==> src/rtl/raf_pkg.sv <==
// Shared constants and the byte-wise CRC step for the receive address filter.
// Assumes a reflected CRC-32 with the register preset to all ones.
package raf_pkg;
    localparam int ADDR_W   = 48;
    localparam int BYTE_W   = 8;
    localparam int ADDR_BYTES = ADDR_W / BYTE_W;
    localparam logic [31:0] CRC_POLY = 32'hEDB8_8320;

    // One byte of the reflected CRC: fold the byte in, then shift eight times.
    function automatic logic [31:0] crc_byte(input logic [31:0] c,
                                             input logic [BYTE_W-1:0] d);
        logic [31:0] r;
        r = c ^ {{(32-BYTE_W){1'b0}}, d};
        for (int k = 0; k < BYTE_W; k++) begin
            r = r[0] ? ((r >> 1) ^ CRC_POLY) : (r >> 1);
        end
        return r;
    endfunction
endpackage

==> src/rtl/raf_capture.sv <==
// Address capture: counts destination bytes after a start of frame, shifts
// them into an address register and updates the CRC once per byte.
// The outputs addr_now and crc_now already include the byte being presented,
// so the parent can decide in the same cycle as the sixth byte.
// Assumes rx_sof is only meaningful together with rx_valid.
module raf_capture
    import raf_pkg::*;
(
    input  logic              clk,
    input  logic              rst_n,
    input  logic              rx_sof,
    input  logic              rx_valid,
    input  logic [BYTE_W-1:0] rx_byte,
    output logic              last_byte,
    output logic [ADDR_W-1:0] addr_now,
    output logic [31:0]       crc_now
);
    localparam int CNT_W  = $clog2(ADDR_BYTES + 1);
    localparam int HOLD_W = ADDR_W - BYTE_W;
    localparam logic [CNT_W-1:0] DONE = CNT_W'(ADDR_BYTES);
    localparam logic [CNT_W-1:0] LAST = CNT_W'(ADDR_BYTES - 1);

    logic [CNT_W-1:0]  cnt_q;
    logic [HOLD_W-1:0] addr_q;
    logic [31:0]       crc_q;

    logic              take;
    logic [CNT_W-1:0]  cnt_eff;
    logic [HOLD_W-1:0] addr_base;
    logic [31:0]       crc_base;

    // Select the starting point: a start of frame resets count, address and CRC.
    always_comb begin
        cnt_eff   = rx_sof ? '0 : cnt_q;
        addr_base = rx_sof ? '0 : addr_q;
        crc_base  = rx_sof ? '1 : crc_q;
        take      = rx_valid && (rx_sof || (cnt_q != DONE));
        addr_now  = {addr_base, rx_byte};
        crc_now   = crc_byte(crc_base, rx_byte);
        last_byte = take && (cnt_eff == LAST);
    end

    // Advance the byte counter and capture state on each accepted byte.
    always_ff @(posedge clk) begin
        if (!rst_n) begin
            cnt_q  <= DONE;
            addr_q <= '0;
            crc_q  <= '1;
        end else if (take) begin
            cnt_q  <= cnt_eff + CNT_W'(1);
            addr_q <= addr_now[HOLD_W-1:0];
            crc_q  <= crc_now;
        end
    end

    // the counter never runs past the address length.
    a_r2_count_bound: assert property (@(posedge clk) disable iff (!rst_n)
        cnt_q <= DONE);

    // a start-of-frame byte always leaves exactly one byte counted.
    a_r3_sof_restart: assert property (@(posedge clk) disable iff (!rst_n)
        (rx_sof && rx_valid) |=> (cnt_q == CNT_W'(1)));
endmodule

==> src/rtl/raf_hash_lookup.sv <==
// Multicast hash lookup: forms the table index from the low CRC bits
// (inverted and mirrored, which equals the top bits of the inverted and
// bit-reversed CRC) and selects the table bit. The index MSB picks the
// upper or lower half of the table. Purely combinational.
module raf_hash_lookup #(
    parameter int IDX_W = 6
) (
    input  logic [IDX_W-1:0]      crc_low,
    input  logic [(1<<IDX_W)-1:0] table_bits,
    output logic [IDX_W-1:0]      index,
    output logic                  hit
);
    localparam int HALF = (1 << IDX_W) / 2;

    // Mirror and invert each CRC bit into the index.
    for (genvar i = 0; i < IDX_W; i++) begin : g_idx
        assign index[i] = ~crc_low[IDX_W-1-i];
    end

    logic [HALF-1:0] word_sel;

    // Pick the table half by index MSB, then the bit by the remaining bits.
    always_comb begin
        word_sel = index[IDX_W-1] ? table_bits[2*HALF-1:HALF] : table_bits[HALF-1:0];
        hit      = word_sel[index[IDX_W-2:0]];
    end
endmodule

==> src/rtl/raf_slot_match.sv <==
// Perfect unicast match: compares the captured address with every slot and
// reports a hit when any slot with its valid bit set is equal. Slot 0 is the
// station address; the rest are extra addresses. Purely combinational.
module raf_slot_match
    import raf_pkg::*;
#(
    parameter int NUM_SLOTS = 17
) (
    input  logic [ADDR_W-1:0]           addr,
    input  logic [NUM_SLOTS*ADDR_W-1:0] slot_addr,
    input  logic [NUM_SLOTS-1:0]        slot_valid,
    output logic                        hit
);
    logic [NUM_SLOTS-1:0] eq;

    // One comparator per slot, gated by its valid bit.
    for (genvar s = 0; s < NUM_SLOTS; s++) begin : g_slot
        assign eq[s] = slot_valid[s] && (slot_addr[s*ADDR_W +: ADDR_W] == addr);
    end

    assign hit = |eq;
endmodule

==> src/rtl/rx_addr_filter.sv <==
// Receive destination address filter, top level. Combines the perfect unicast
// match, the multicast hash lookup, the broadcast rule and the override modes,
// and registers one verdict per frame one cycle after the sixth address byte.
// Assumes the mode bits and tables are stable while an address is received.
module rx_addr_filter
    import raf_pkg::*;
#(
    parameter int NUM_SLOTS  = 17,
    parameter int HASH_IDX_W = 6
) (
    input  logic                        clk,
    input  logic                        rst_n,
    input  logic                        rx_sof,
    input  logic                        rx_valid,
    input  logic [7:0]                  rx_byte,
    input  logic                        promisc_en,
    input  logic                        pass_mcast_en,
    input  logic                        hash_mcast_en,
    input  logic                        rx_all_en,
    input  logic [(1<<HASH_IDX_W)-1:0]  hash_table,
    input  logic [NUM_SLOTS*48-1:0]     slot_addr,
    input  logic [NUM_SLOTS-1:0]        slot_valid,
    output logic                        verdict_valid,
    output logic                        verdict_accept
);
    localparam int MCAST_BIT = ADDR_W - BYTE_W;

    logic              last_byte;
    logic [ADDR_W-1:0] addr_now;
    logic [31:0]       crc_now;
    logic              slot_hit;
    logic              hash_hit;
    logic [HASH_IDX_W-1:0] hash_index;
    logic              is_mcast;
    logic              is_bcast;
    logic              accept_now;

    raf_capture u_capture (
        .clk       (clk),
        .rst_n     (rst_n),
        .rx_sof    (rx_sof),
        .rx_valid  (rx_valid),
        .rx_byte   (rx_byte),
        .last_byte (last_byte),
        .addr_now  (addr_now),
        .crc_now   (crc_now)
    );

    raf_hash_lookup #(.IDX_W(HASH_IDX_W)) u_hash (
        .crc_low    (crc_now[HASH_IDX_W-1:0]),
        .table_bits (hash_table),
        .index      (hash_index),
        .hit        (hash_hit)
    );

    raf_slot_match #(.NUM_SLOTS(NUM_SLOTS)) u_match (
        .addr       (addr_now),
        .slot_addr  (slot_addr),
        .slot_valid (slot_valid),
        .hit        (slot_hit)
    );

    // Combine address class, lookups and override modes into one decision.
    always_comb begin
        is_mcast   = addr_now[MCAST_BIT];
        is_bcast   = &addr_now;
        accept_now = rx_all_en || promisc_en || is_bcast
                  || (is_mcast && (pass_mcast_en || (hash_mcast_en && hash_hit)))
                  || (!is_mcast && slot_hit);
    end

    // Register the verdict on the edge that takes the last address byte.
    always_ff @(posedge clk) begin
        if (!rst_n) begin
            verdict_valid  <= 1'b0;
            verdict_accept <= 1'b0;
        end else begin
            verdict_valid  <= last_byte;
            verdict_accept <= last_byte && accept_now;
        end
    end

    // a verdict follows the final address byte by exactly one cycle.
    a_r2_verdict_timing: assert property (@(posedge clk) disable iff (!rst_n)
        last_byte |=> verdict_valid);

    // a verdict is a single-cycle pulse.
    a_r2_single_pulse: assert property (@(posedge clk) disable iff (!rst_n)
        verdict_valid |=> !verdict_valid);

    // the broadcast address is always accepted.
    a_r8_bcast_accept: assert property (@(posedge clk) disable iff (!rst_n)
        (last_byte && (&addr_now)) |=> verdict_accept);

    // promiscuous mode accepts every frame.
    a_r9_promisc_accept: assert property (@(posedge clk) disable iff (!rst_n)
        (last_byte && promisc_en) |=> verdict_accept);

    // receive-all mode accepts every frame.
    a_r10_rx_all_accept: assert property (@(posedge clk) disable iff (!rst_n)
        (last_byte && rx_all_en) |=> verdict_accept);

    // with no multicast mode or override, a non-broadcast multicast frame is dropped.
    a_r7_mcast_drop: assert property (@(posedge clk) disable iff (!rst_n)
        (last_byte && addr_now[MCAST_BIT] && !(&addr_now) && !pass_mcast_en
         && !hash_mcast_en && !promisc_en && !rx_all_en) |=> !verdict_accept);
endmodule

==> config.mk <==
export PLATFORM = sky130hd
export DESIGN_NAME = rx_addr_filter
export DESIGN_NICKNAME = d
export VERILOG_FILES = /design/src/rtl/raf_pkg.sv /design/src/rtl/raf_capture.sv /design/src/rtl/raf_hash_lookup.sv /design/src/rtl/raf_slot_match.sv /design/src/rtl/rx_addr_filter.sv
export SDC_FILE = /design/constraint.sdc
export NUM_CORES = 1
export LEC_CHECK = 0
export ABC_AREA = 1
export CAP_MARGIN = 15
export CORE_AREA = 2 2 358 360
export DETAILED_ROUTE_END_ITERATION = 6
export DIE_AREA = 0 0 360 362
export PLACE_DENSITY_LB_ADDON = 0.15
export SLEW_MARGIN = 20
export SYNTH_ARGS = -nofsm -noshare
export SYNTH_HDL_FRONTEND = slang
export SYNTH_SLANG_ARGS = --single-unit
==> constraint.sdc <==
create_clock -name clk -period 4.8 [get_ports clk]
set_input_delay 1.44 -clock clk [delete_from_list [all_inputs] [get_ports clk]]
set_output_delay 1.44 -clock clk [all_outputs]
set_load 0.02 [all_outputs]
# Word level (Yosys, flattened, before mapping)
# Index checks and enable logic that the tools add are counted.
[op_classes]
mux = 14
n_addsub = 1
order_cmp = 1
n_reduce_logical = 32
bitwise_logic = 14
n_eq_ne = 19
[ops]
columns = ["cell", "count"]
rows = [
  ["48-bit == test", 17],
  ["32-bit 2-to-1 mux", 10],
  ["13-bit NOT with 14-bit output", 8],
  ["48-bit AND reduction", 1],
  ["40-bit 2-to-1 mux", 1],
  ["32-bit by 8-bit bitwise XOR with 32-bit output", 1],
  ["1-bit logical AND", 23],
  ["17-bit OR reduction", 1],
  ["1-bit logical OR", 6],
  ["5-bit by 6-bit < comparator with 1-bit output (second input constant)", 1],
  ["1-bit binary-select mux with 5-bit select", 1],
  ["1-bit NOT", 5],
  ["3-bit by 1-bit adder with 3-bit output (second input constant)", 1],
  ["3-bit == test (second input constant)", 1],
  ["3-bit 2-to-1 mux", 1],
  ["3-bit != test (second input constant)", 1],
  ["1-bit logical NOT", 1],
  ["1-bit 2-to-1 mux", 1],
]
[totals]
ff_bits = 77
input_bits = 913
elab_cells = 86
output_inout_bits = 2

# Longest topological paths before layout
[depth]
word_depth = 27
ltp_mapped = 22
mapped_depth_nobuf = 20

# Cells and area by module
# A second synthesis with hierarchy kept.
[hier_totals]
hier_cells = 3494
hier_area_um2 = 17631.9
[modules_own_cells]
columns = ["mod", "seq_area_each_um2", "n_inst", "cells_per_inst", "area_per_inst_um2"]
rows = [
  ["raf_slot_match", 0.0, 1, 2634, 12175.4],
  ["raf_capture", 1501.4, 1, 650, 4491.8],
  ["raf_hash_lookup", 0.0, 1, 152, 706.9],
  ["rx_addr_filter", 40.0, 1, 58, 257.7],
]

# Least setup slack after synthesis
# No wires, ideal clock.
[synth_timing]
path_type = "input to register"
startpoint = "input port rx_byte[6]"
endpoint = "register verdict_accept"
n_path_buf = 2
path_slack_ps = 1528
t_required_ps = 4684
arrival_time_ps = 3156
setup_ps = 116
stages = 19
path_cell_list = "buf_2 clkinv_1 xor2_1 nand2_2 nand2_4 inv_2 nand2_4 nand2_2 buf_6 nand2_1 nand3_1 nand3_1 nand3_1 nand2_1 nand2_1 nand3_1 nand2_1 nand2_1 a21oi_2"
[synth_via]
elab_chain_len = 19
elab_cells_between_ends = 57
cone_classes = "eq/ne (17); mux (10); bitwise (3); reduce/logical (27)"
[synth_rtl]
columns = ["element", "line", "source"]
rows = [
  ["start: declaration", "rx_addr_filter.sv:15", "input logic [7:0] rx_byte,"],
  ["32-bit by 8-bit bitwise XOR with 32-bit output", "raf_pkg.sv:13", "r = c ^ {{(32-BYTE_W){1'b0}}, d};"],
  ["13-bit NOT with 14-bit output (no line)", "--", ""],
  ["32-bit 2-to-1 mux (8 in a row)", "raf_pkg.sv:15", "r = r[0] ? ((r >> 1) ^ CRC_POLY) : (r >> 1);"],
  ["1-bit NOT", "raf_hash_lookup.sv:17", "assign index[i] = ~crc_low[IDX_W-1-i];"],
  ["1-bit binary-select mux with 5-bit select", "raf_hash_lookup.sv:25", "hit = word_sel[index[IDX_W-2:0]];"],
  ["1-bit 2-to-1 mux (implied by the code)", "raf_hash_lookup.sv:25", ""],
  ["1-bit logical AND", "rx_addr_filter.sv:68", "|| (is_mcast && (pass_mcast_en || (hash_mcast_en && hash_hit)))"],
  ["1-bit logical OR", "rx_addr_filter.sv:68", ""],
  ["1-bit logical AND", "rx_addr_filter.sv:68", ""],
  ["1-bit logical OR", "rx_addr_filter.sv:68", ""],
  ["1-bit logical OR *", "rx_addr_filter.sv:69", "|| (!is_mcast && slot_hit);"],
  ["1-bit logical AND *", "rx_addr_filter.sv:79", "verdict_accept <= last_byte && accept_now;"],
  ["end signal: assignment", "rx_addr_filter.sv:79", ""],
  ["end: declaration", "rx_addr_filter.sv:24", "output logic verdict_accept"],
]
# Every way passes the cells marked *; elsewhere a longest branch is shown, timed or not. The select of a mux whose other input is x is not followed.
# A chain may end at the register's enable or synchronous reset.

# Worst setup path after layout
[layout_timing]
startpoint = "input port rx_sof"
endpoint = "register verdict_accept"
[layout_via]
elab_chain_len = 22
elab_cells_between_ends = 77
cone_classes = "eq/ne (18); mux (14); bitwise (14); reduce/logical (31)"
[layout_rtl]
columns = ["element", "line", "source"]
rows = [
  ["start: declaration", "rx_addr_filter.sv:13", "input logic rx_sof,"],
  ["32-bit 2-to-1 mux", "raf_capture.sv:36", "crc_base = rx_sof ? '1 : crc_q;"],
  ["32-bit by 8-bit bitwise XOR with 32-bit output", "raf_pkg.sv:13", ""],
  ["32-bit 2-to-1 mux / 13-bit NOT with 14-bit output (equally long branches) (3 in a row)", "--", ""],
  ["13-bit NOT with 14-bit output (no line) / 32-bit 2-to-1 mux (equally long branches)", "--", ""],
  ["32-bit 2-to-1 mux / 13-bit NOT with 14-bit output (equally long branches)", "--", ""],
  ["13-bit NOT with 14-bit output (no line) / 32-bit 2-to-1 mux (equally long branches)", "--", ""],
  ["32-bit 2-to-1 mux / 13-bit NOT with 14-bit output (equally long branches) (3 in a row)", "--", ""],
  ["13-bit NOT with 14-bit output (no line) / 32-bit 2-to-1 mux (equally long branches)", "--", ""],
  ["[... 2 more ...]", "--", ""],
  ["1-bit binary-select mux with 5-bit select", "raf_hash_lookup.sv:25", ""],
  ["1-bit 2-to-1 mux (implied by the code)", "raf_hash_lookup.sv:25", ""],
  ["1-bit logical AND", "rx_addr_filter.sv:68", ""],
  ["1-bit logical OR", "rx_addr_filter.sv:68", ""],
  ["1-bit logical AND", "rx_addr_filter.sv:68", ""],
  ["1-bit logical OR", "rx_addr_filter.sv:68", ""],
  ["1-bit logical OR", "rx_addr_filter.sv:69", ""],
  ["1-bit logical AND *", "rx_addr_filter.sv:79", ""],
]
# Marked as above.

==> flow_summary.json <==
{
  "cts_buffers": 9,
  "grt_usage": 0.2463,
  "hp-class": "reg2reg",
  "period_share": 0.9654,
  "top_level_ports": 915,
  "synth_top_flop_cell": "dfxtp_1",
  "r2r_setup_slack_ns": 1.52,
  "hold_slack_ns": 0.4718,
  "antenna_found_initial": 87,
  "grtUsageMet3": 0.07061,
  "synthMuxAreaShare": 0,
  "slew_violations": 0,
  "p_int_uw": 2549,
  "final_cell_mix": "clkdlybuf4s50_1 (910), nand2_1 (572), nor2_1 (255)",
  "cp_max_fo": 28,
  "timing.fmax_mhz": 215.8,
  "portBuffers": 914,
  "fin_util": 0.2179,
  "grt_first_pass_wirelength_mm": 215.4,
  "nNetsFinal": 4430,
  "cts_tree": "yes",
  "clk_latency_ns": 0.37,
  "die-area_um2": 130300,
  "layout_commonest_cell": "clkdlybuf4s50_1",
  "drc": 0,
  "synth_edf_count": 0,
  "switching_share": 0.4349,
  "clk_pin_slew_ns": 0.07,
  "powerDensity_nw_per_um2": 163.3,
  "syn_avg_cell_area_um2": 5.916,
  "die_height_um": 362,
  "rsz0062_at_grt": "no",
  "critPathLaunchType": "input port",
  "p_leak_uw": 0.01080,
  "synth_top_family_by_area": "simple AND/OR/NAND/NOR gates",
  "tightest_slew_ns": 0.8812,
  "cp.arrival_ns": 4.95,
  "viasPerCell": 4.422,
  "holdCritStartpoint": "u_capture.crc_q[18]",
  "seqPwrFrac": 0.169,
  "firstDrtPassIters": 6,
  "synth-seq-area-share": 0.1010,
  "crit_path_end_kind": "flop",
  "hold_depth": 2,
  "worst_r2r_endpoint": "verdict_accept",
  "critPathLaunch": "rx_sof",
  "grt_use_met2": 0.4343,
  "netlist_instances": 2581,
  "wl_per_cell_um": 32.14,
  "synthAdderAreaFrac": 0.001639,
  "ys_top_cells_by_area": "nand2_1 (14%), xor2_1 (14%), dfxtp_1 (10%)",
  "ir_drop_mv": 0.1907,
  "cts.path.max_buffers": 2,
  "synth-compound-area-share": 0.2431,
  "yosysTopAreaCellShare": 0.1433,
  "ys_types": 55,
  "cts_hold_buf": 0,
  "cts_setup_buffers": 0,
  "yosys_warnings": 0,
  "grt_max_degree": 73,
  "top_usage_layer": "met2",
  "drt_iter0_drc": 1927,
  "h-tree-depth": 3,
  "relSlewSlack": 0.4063,
  "worstHoldEndpoint": "u_capture.crc_q[18]",
  "worst_ep_required_time_ns": 5.11,
  "antenna_left": 0,
  "ys_ff_latch": 77,
  "syn_area_um2": 15270,
  "core_area_um2": 126700,
  "period_minus_slack_ns": 4.634,
  "start_util": 0.1205,
  "synth_top_cell_by_area": "nand2_1",
  "p_sw_uw": 1961,
  "worstSetupPathType": "in2reg",
  "r2r_cells": 16,
  "cts_root_buffer": "clkbuf_16",
  "finalSetupViolations": 0,
  "outcome": "finished clean",
  "synth_simple_gate_area_frac": 0.3445,
  "grt_overflow": 0,
  "clkSinkCount": 77,
  "synthesis.nets": 3496,
  "rows": 131,
  "areaGrowthSynthToFinish_pct": 80.83,
  "dp_hpwl_mm": 141.5,
  "clockPowerShare": 0.185,
  "grt.met1_usage": 0.2868,
  "num_vias": 23010,
  "grt_pass1_vias": 22890,
  "hold_viol": 0,
  "fillers": 14470,
  "drive_above_1_share": 0.07985,
  "gp_congestion": 0.9406,
  "synth_xor_area_frac": 0.2097,
  "p_comb_frac": 0.647,
  "drt_wl_total_mm": 167.3,
  "cts_resized": 0,
  "clock_skew_ns": 0.01332,
  "die_x_um": 360,
  "async_flop_share": 0,
  "drv_cap": 0,
  "regToRegStartpoint": "u_capture.addr_q[6]"
}
## flip-flops by register name, summed over array words and instances (netlist names)
register and flops:
u_capture.addr_q 40, u_capture.cnt_q 3, u_capture.crc_q 32, verdict_valid 1, verdict_accept 1
## layer usage
layer  wire length [µm]  part of all wire
met1              66620              0.40
met2              81240              0.49
met3              13400             0.080
met4               5520             0.033
met5                527            0.0031
## cells in the mapped netlist (6+ instances only)
| library cell | number |
|---|---|
| nand2_1 | 583 |
| nor2_1 | 255 |
| o21ai_0 | 251 |
| xor2_1 | 240 |
| inv_1 | 162 |
| xnor2_1 | 115 |
| nand3_1 | 114 |
| o22ai_1 | 109 |
| a21oi_1 | 101 |
| dfxtp_1 | 77 |
| buf_2 | 72 |
| nor3_1 | 67 |
| nand4_1 | 57 |
| a22o_1 | 45 |
| clkbuf_1 | 45 |
| nor4_1 | 37 |
| o2111ai_1 | 28 |
| a211oi_1 | 27 |
| buf_4 | 25 |
| nand2_2 | 23 |
| or2_2 | 21 |
| o21ai_1 | 14 |
| a221oi_1 | 13 |
| nand2_4 | 13 |
| o211ai_1 | 12 |
| nand3b_1 | 9 |
| inv_2 | 7 |
| buf_6 | 6 |
## final cells by class
| cell class | instances | area [µm²] | share of cell area |
|---|---|---|---|
| flip-flops and latches | 77 | 1541 | 0.05583 |
| clock buffers | 12 | 266.5 | 0.009652 |
| inverters | 172 | 650.6 | 0.02356 |
| well taps | 1662 | 2079 | 0.07531 |
| clock inverters | 3 | 67.56 | 0.002447 |
| multi-input cells | 2174 | 12240 | 0.4432 |
| repair buffers | 1081 | 10710 | 0.3878 |
| diodes | 24 | 60.06 | 0.002175 |
## worst max path at each step
stage                     slack, ns  cells after the start             end
final                          0.17                     17  verdict_accept
after global routing           0.05                     17  verdict_accept
after CTS                      0.13                     17  verdict_accept
after detailed placement      -0.28                     17  verdict_accept
after global placement        -0.30                     17  verdict_accept
after floorplan                1.53                     19  verdict_accept
## power groups by stage
| stage | Clock, µW | Sequential [µW] | Combinational (µW) |
|---|---|---|---|
| final | 833 | 761 | 2920 |
| after global placement | 0 | 773 | 2940 |
| after floorplan | 0 | 761 | 1230 |
| after global routing | 876 | 768 | 3130 |
| after detailed placement | 0 | 775 | 2920 |
| after CTS | 863 | 760 | 2940 |
## through the flow
stage,TNS (ns),power (µW),cell area [µm²],instances,setup WS (ns)
4_1_cts,0,4563,27550,5181,0.1264
5_1_grt,0,4777,27590,5196,0.04633
6_report,0,4510,27610,5205,0.1661
3_3_place_gp,-0.2979,3709,27220,5166,-0.2979
3_5_place_dp,-0.2760,3698,27220,5166,-0.2760
2_1_floorplan,0,1992,15270,2581,1.528
## worst max-delay path, cell delays in order
cell	delay, ns
buf_2	0.16
inv_6	0.33
buf_4	0.27
nand2_4	0.39
xnor2_1	0.27
nor3_1	0.24
nand4_1	0.13
nor3_1	0.63
buf_4	0.23
nand3_1	0.13
nand2_1	0.10
inv_1	0.05
nand2_1	0.08
nor2_1	0.07
nor2_1	0.08
nor2_1	0.08
a21oi_2	0.14
## logic make-up (layout without fill, tap and decap cells)
group                      Yosys count  in the layout
and+or+nand+nor                   1195           1195
AOI/OAI and AO/OA                  617            617
xor gates and xnor gates           360            360
buffers and inverters              330           1268
DFF                                 77             77
adders and majority gates            2              2
other                                0             24
(Power assumes the default switching activity.)
